$ cat src/rtl/membus_pkg.sv
package membus_pkg;
  localparam int unsigned ADDR_W = 20;

  typedef struct packed {
    logic [ADDR_W-1:0] addr;
    logic              bhe_n;
    logic              mio;
  } bus_tag_t;

  // {high lane, low lane} selection from the byte-enable pair
  function automatic logic [1:0] lane_sel(input logic bhe_n, input logic a0);
    return {~bhe_n, ~a0};
  endfunction
endpackage

$ cat src/rtl/mb_addr_latch.sv
module mb_addr_latch
  import membus_pkg::*;
(
  input  logic        clk,
  input  logic        rst,
  input  logic        ale,
  input  logic [15:0] ad_in,
  input  logic [3:0]  a_hi,
  input  logic        bhe_n,
  input  logic        mio,
  output bus_tag_t    tag
);
  always_ff @(posedge clk) begin
    if (rst) begin
      tag <= '0;
    end else if (ale) begin
      tag <= '{addr: {a_hi, ad_in}, bhe_n: bhe_n, mio: mio};
    end
  end


  tag_hold_chk: assert property (@(posedge clk) disable iff (rst)
    !ale |=> $stable(tag));
endmodule

$ cat src/rtl/mb_wait_gen.sv
module mb_wait_gen #(
  parameter int unsigned WAITS = 2
) (
  input  logic clk,
  input  logic rst,
  input  logic cmd,
  output logic ready
);
  localparam int unsigned CNT_W = $clog2(WAITS + 2);

  logic [CNT_W-1:0] cnt;
  logic             cmd_q;

  always_ff @(posedge clk) begin
    if (rst) begin
      cnt   <= '0;
      cmd_q <= 1'b0;
      ready <= 1'b1;
    end else begin
      cmd_q <= cmd;
      if (cmd && !cmd_q) begin
        cnt   <= CNT_W'(WAITS);
        ready <= (WAITS == 0);
      end else if (cnt > 1) begin
        cnt   <= cnt - 1'b1;
        ready <= 1'b0;
      end else begin
        cnt   <= '0;
        ready <= 1'b1;
      end
    end
  end


  wait_bound_chk: assert property (@(posedge clk) disable iff (rst)
    cnt <= CNT_W'(WAITS));

  busy_low_chk: assert property (@(posedge clk) disable iff (rst)
    (cnt != 0) |-> !ready);
endmodule

$ cat src/rtl/mb_byte_bank.sv
module mb_byte_bank #(
  parameter int unsigned DEPTH = 256,
  parameter int unsigned IDX_W = $clog2(DEPTH)
) (
  input  logic             clk,
  input  logic             we,
  input  logic [IDX_W-1:0] idx,
  input  logic [7:0]       wdata,
  output logic [7:0]       rdata
);
  logic [7:0] mem [DEPTH];

  always_ff @(posedge clk) begin
    if (we) mem[idx] <= wdata;
    rdata <= mem[idx];
  end
endmodule

$ cat src/rtl/membus_responder.sv
module membus_responder
  import membus_pkg::*;
#(
  parameter int unsigned BASE_ADDR = 32'h00400,
  parameter int unsigned WIN_BYTES = 512,
  parameter int unsigned WAITS     = 2
) (
  input  logic        clk,
  input  logic        rst,
  input  logic        ale,
  input  logic [15:0] ad_in,
  input  logic [3:0]  a_hi,
  input  logic        bhe_n,
  input  logic        mio,
  input  logic        rd_n,
  input  logic        wr_n,
  output logic [15:0] ad_out,
  output logic [1:0]  ad_oe,
  output logic        ready
);
  localparam int unsigned DEPTH = WIN_BYTES / 2;
  localparam int unsigned IDX_W = $clog2(DEPTH);
  localparam logic [ADDR_W:0] LO_LIM = (ADDR_W+1)'(BASE_ADDR);
  localparam logic [ADDR_W:0] HI_LIM = (ADDR_W+1)'(BASE_ADDR + WIN_BYTES);

  bus_tag_t          tag;
  logic [ADDR_W-1:0] off;
  logic [IDX_W-1:0]  idx;
  logic [1:0]        lanes;
  logic              hit, rd_act, wr_act;
  logic [7:0]        rd_byte [2];
  logic [1:0]        oe_q;

  mb_addr_latch u_latch (
    .clk(clk), .rst(rst), .ale(ale), .ad_in(ad_in), .a_hi(a_hi),
    .bhe_n(bhe_n), .mio(mio), .tag(tag)
  );

  always_comb begin
    off    = tag.addr - ADDR_W'(BASE_ADDR);
    idx    = IDX_W'(off >> 1);
    lanes  = lane_sel(tag.bhe_n, tag.addr[0]);
    hit    = tag.mio && ({1'b0, tag.addr} >= LO_LIM) && ({1'b0, tag.addr} < HI_LIM);
    rd_act = hit && !rd_n;
    wr_act = hit && !wr_n;
  end

  for (genvar g = 0; g < 2; g++) begin : g_bank
    mb_byte_bank #(.DEPTH(DEPTH), .IDX_W(IDX_W)) u_bank (
      .clk(clk), .we(wr_act && lanes[g]), .idx(idx),
      .wdata(ad_in[8*g +: 8]), .rdata(rd_byte[g])
    );
    assign ad_out[8*g +: 8] = oe_q[g] ? rd_byte[g] : 8'h00;
  end

  always_ff @(posedge clk) begin
    if (rst) oe_q <= 2'b00;
    else     oe_q <= rd_act ? lanes : 2'b00;
  end
  assign ad_oe = oe_q;

  mb_wait_gen #(.WAITS(WAITS)) u_wait (
    .clk(clk), .rst(rst), .cmd(rd_act || wr_act), .ready(ready)
  );


  io_quiet_chk: assert property (@(posedge clk) disable iff (rst)
    (ad_oe != 2'b00) |-> $past(tag.mio));

  oe_needs_rd_chk: assert property (@(posedge clk) disable iff (rst)
    (ad_oe != 2'b00) |-> $past(!rd_n));

  none_quiet_chk: assert property (@(posedge clk) disable iff (rst)
    $past(tag.bhe_n && tag.addr[0]) |-> (ad_oe == 2'b00));
endmodule

$ cat config.mk
export PLATFORM = sky130hd
export DESIGN_NAME = membus_responder
export DESIGN_NICKNAME = d
export VERILOG_FILES = /design/src/rtl/membus_pkg.sv /design/src/rtl/mb_addr_latch.sv /design/src/rtl/mb_wait_gen.sv /design/src/rtl/mb_byte_bank.sv /design/src/rtl/membus_responder.sv
export SDC_FILE = /design/constraint.sdc
export NUM_CORES = 2
export LEC_CHECK = 0
export BUFFER_PORTS_ARGS = -buffer_cell sky130_fd_sc_hd__buf_2
export CAP_MARGIN = 0
export CELL_PAD_IN_SITES_DETAIL_PLACEMENT = 0
export CELL_PAD_IN_SITES_GLOBAL_PLACEMENT = 1
export CORE_AREA = 4 4 586 588
export DETAILED_ROUTE_END_ITERATION = 8
export DIE_AREA = 0 0 590 592
export GPL_TIMING_DRIVEN = 0
export PLACE_DENSITY_LB_ADDON = 0.08
export SYNTH_ARGS = -nofsm -noshare
export SYNTH_HDL_FRONTEND = slang
export SYNTH_HIERARCHICAL = 1
export SYNTH_SLANG_ARGS = --single-unit
export TNS_END_PERCENT = 20
$ cat constraint.sdc
create_clock -name clk -period 3.77 [get_ports clk]
set_input_delay 0.754 -clock clk [delete_from_list [all_inputs] [get_ports clk]]
set_output_delay 0.754 -clock clk [all_outputs]
set_load 0.005 [all_outputs]
==> impl_metrics.toml <==
[floorplan]
die_x_um = 590
die_area_mm2 = 0.349
start_util_pct = 46.7
die_height_um = 592
pin_count = 46
core-area_mm2 = 0.338
rows = 214

[power_and_ir_drop]
pwr_density_cell_mw_per_mm2 = 530
power_leakage_nw = 54.3
peakVddDrop_v = 0.000399

[logic_synthesis]
yosysUniqueCellTypes = 31
async_reset_ff_share_pct = 0
synth_top_area_share_pct = 77.8
synth_area_mm2 = 0.158
synth-edff-count = 4096
synthTopCellsByArea = "edfxtp_1 (78%), mux4_2 (15%), a22oi_1 (2.4%), nor2_1 (1.2%), a21oi_1 (0.81%)"
synth.most_common_cell = "edfxtp_1"
syn_nets = 7233
synth_top_area_cell = "edfxtp_1"
synth_ff_type = "edfxtp_1"
synth_area_per_cell_um2 = 22.0
ys_top_cells_by_count = "edfxtp_1 (4,096), mux4_2 (1,024), a22oi_1 (512)"
ys.warnings.count = 6
ys_ff_latch = 4140
netlist_instances = 7206
ys_seq_area_share_pct = 78.3

[timing]
setup_tns_ps = -65220
setup_slack_ps = -205
slew_viol_final = 0
layout_min_cycle_time_ps = 3970
rsz0062_at_grt = "yes"
setup_viol_count_final = 833
hold_viol_final = 0
finClkSkew_ps = 32.7
timing.final.crit_share_pct = 105
max_freq_ghz = 0.252
worst_pin_slew_ps = 1370
slew_headroom_pct = 8.12

[global_routing]
grt_max_degree = 145
antenna_found_initial = 23
grt.overflow.total = 0
grt_pass1_wl_um = 631000
grt_pass1_vias = 79227
track_usage_pct = 25.9

[worst_setup_path]
crit_type = "reg2reg"
end_kind = "flop"
crit_start = "u_latch/tag[6]"
required_ps = 4350
cp.arrival_ps = 4560
r2r_start = "u_latch/tag[6]"
cp_max_fo = 10
worstSetupStartpointType = "flop"
rr_worst_depth = 7

[place]
io_buffers = 44
dp_hpwl_um = 300000
dpl-instance-area_mm2 = 0.166
finalWeightedCongestion = 0.879

[route]
ant_nets = 0
routed_wl_um = 456000
routed_via_density = 6.29
first_pass_iters = 6
wl_per_cell_um = 36.1
vias = 79514
first_iter_violations = 10306
drc_errors = 0

[clock_tree]
clk_latency_ps = 950
cts_inserted_buffers = 424
cts_root_buffer = "clkbuf_16"
cts.sinks = 4140
clkTransAtPathRegs_ps = 60
cts_buffer_depth = 4
htreeDepth = 5
cts_tree = "built"

[run_status]
status = "complete, but fails checks"
failed_checks = "negative setup slack"

[worst_hold_path]
holdPathStages = 3
hold_class = "in2reg"
hold_start = "mio"

[job]
maxCapViolCount = 0

[layout]
final_nets = 7771
drive_above_1_share_pct = 30.4
finalInstanceArea_mm2 = 0.182
syn2layout_area_growth_pct = 15.1
## per-stage QoR
stage               total power, mW  setup slack [ps]  hold slack, ps  util (%)  std cells
finish                         96.6              -205            85.9      53.8      12633
global route                   99.6              -207            59.1      53.8      12629
CTS                            97.4              -227            3.91      53.6      12622
global placement               56.5             -2740             431      48.5      11786
detailed placement             56.5             -1930             433      49.0      11842
floorplan                      54.0               770             413         -       7206
## flip-flops by register name, summed over array words and instances (netlist names)
signal,count
g_bank.u_bank/mem,4096
u_latch/tag,22
g_bank.u_bank/rdata,16
ad_oe,2
u_wait/cnt,2
u_wait/cmd_q,1
u_wait/ready,1
## cell families (layout without fill, tap and decap cells)
family                 count (synthesis)  count (layout)  synth area share [%]
flip-flops                          4140            4140                  78.3
multiplexers                        1046            1046                  14.7
AND/OR/NAND/NOR                      714             714                  1.93
buffers and inverters                471            1356                  1.43
AO/OA/AOI/OAI                        835             835                  3.62
other                                  0               6                     0
## power breakdown
| group | switching, mW | leakage, nW | internal, mW |
|---|---|---|---|
| sequential | 0.0477 | 37.2 | 50.6 |
| clock | 17.3 | 6.57 | 23.6 |
| combinational | 3.41 | 10.6 | 1.62 |
## what timing repair did
action	in CTS	in global routing
endpoints found under the hold margin	5	0
setup buffers	2	4
hold buffers	5	0
pin swaps	4	6
setup endpoints to repair	4092	2631
gates resized for setup	657	188
## worst paths after layout
check	end	slack [ps]
worst max-delay path	g_bank[0].u_bank/mem[226][6]	-200
worst min-delay path	u_latch/tag[0]	90
worst max register to register	g_bank[0].u_bank/mem[226][6]	-200
worst min register to register	u_wait/cnt[0]	440
## critical path: stages (launching register included)
cell and delay, ps:
dfxtp_1 390, clkbuf_2 260, nor2_2 530, clkbuf_4 520, clkbuf_2 400, nand3_2 350, clkbuf_4 550, nor2_2 520
## layer usage
layer | wire, um | up-vias | global-route usage, % | share of wire (%)
met4 | 12200 | 4 | 6.35 | 2.7
met2 | 202000 | 3713 | 37.6 | 44
met5 | 27 | - | 0 | 0.0059
met1 | 195000 | 43409 | 39.3 | 43
li1 | - | 31751 | - | -
met3 | 46700 | 637 | 6.95 | 10
## final cells by class
type / instances / area [um^2]
flip-flops and latches: 4140 / 124000
inverters: 2 / 7.51
clock inverters: 258 / 2200
clock buffers: 515 / 11200
repair buffers: 112 / 1870
plain buffers: 469 / 2620
well taps: 4536 / 5680
diodes: 6 / 15.0
fillers: 26075 / 156000
multi-input cells: 2595 / 34600
## cell usage in the layout, fill, tap and decap left out, drive strengths merged, types with 10 or more instances in the layout
cell / count
clkbuf: 813
nor2: 488
inv: 10
nand2b: 13
nor2b: 16
buf: 274
edfxtp: 4096
mux2i: 22
clkinv: 197
nor3: 60
a21oi: 257
mux4: 1024
and2: 22
dfxtp: 44
nand2: 57
nand4: 16
o41ai: 64
nand3: 26
a22oi: 512
bufinv: 38
clkinvlp: 15
(Power assumes the default switching activity.)
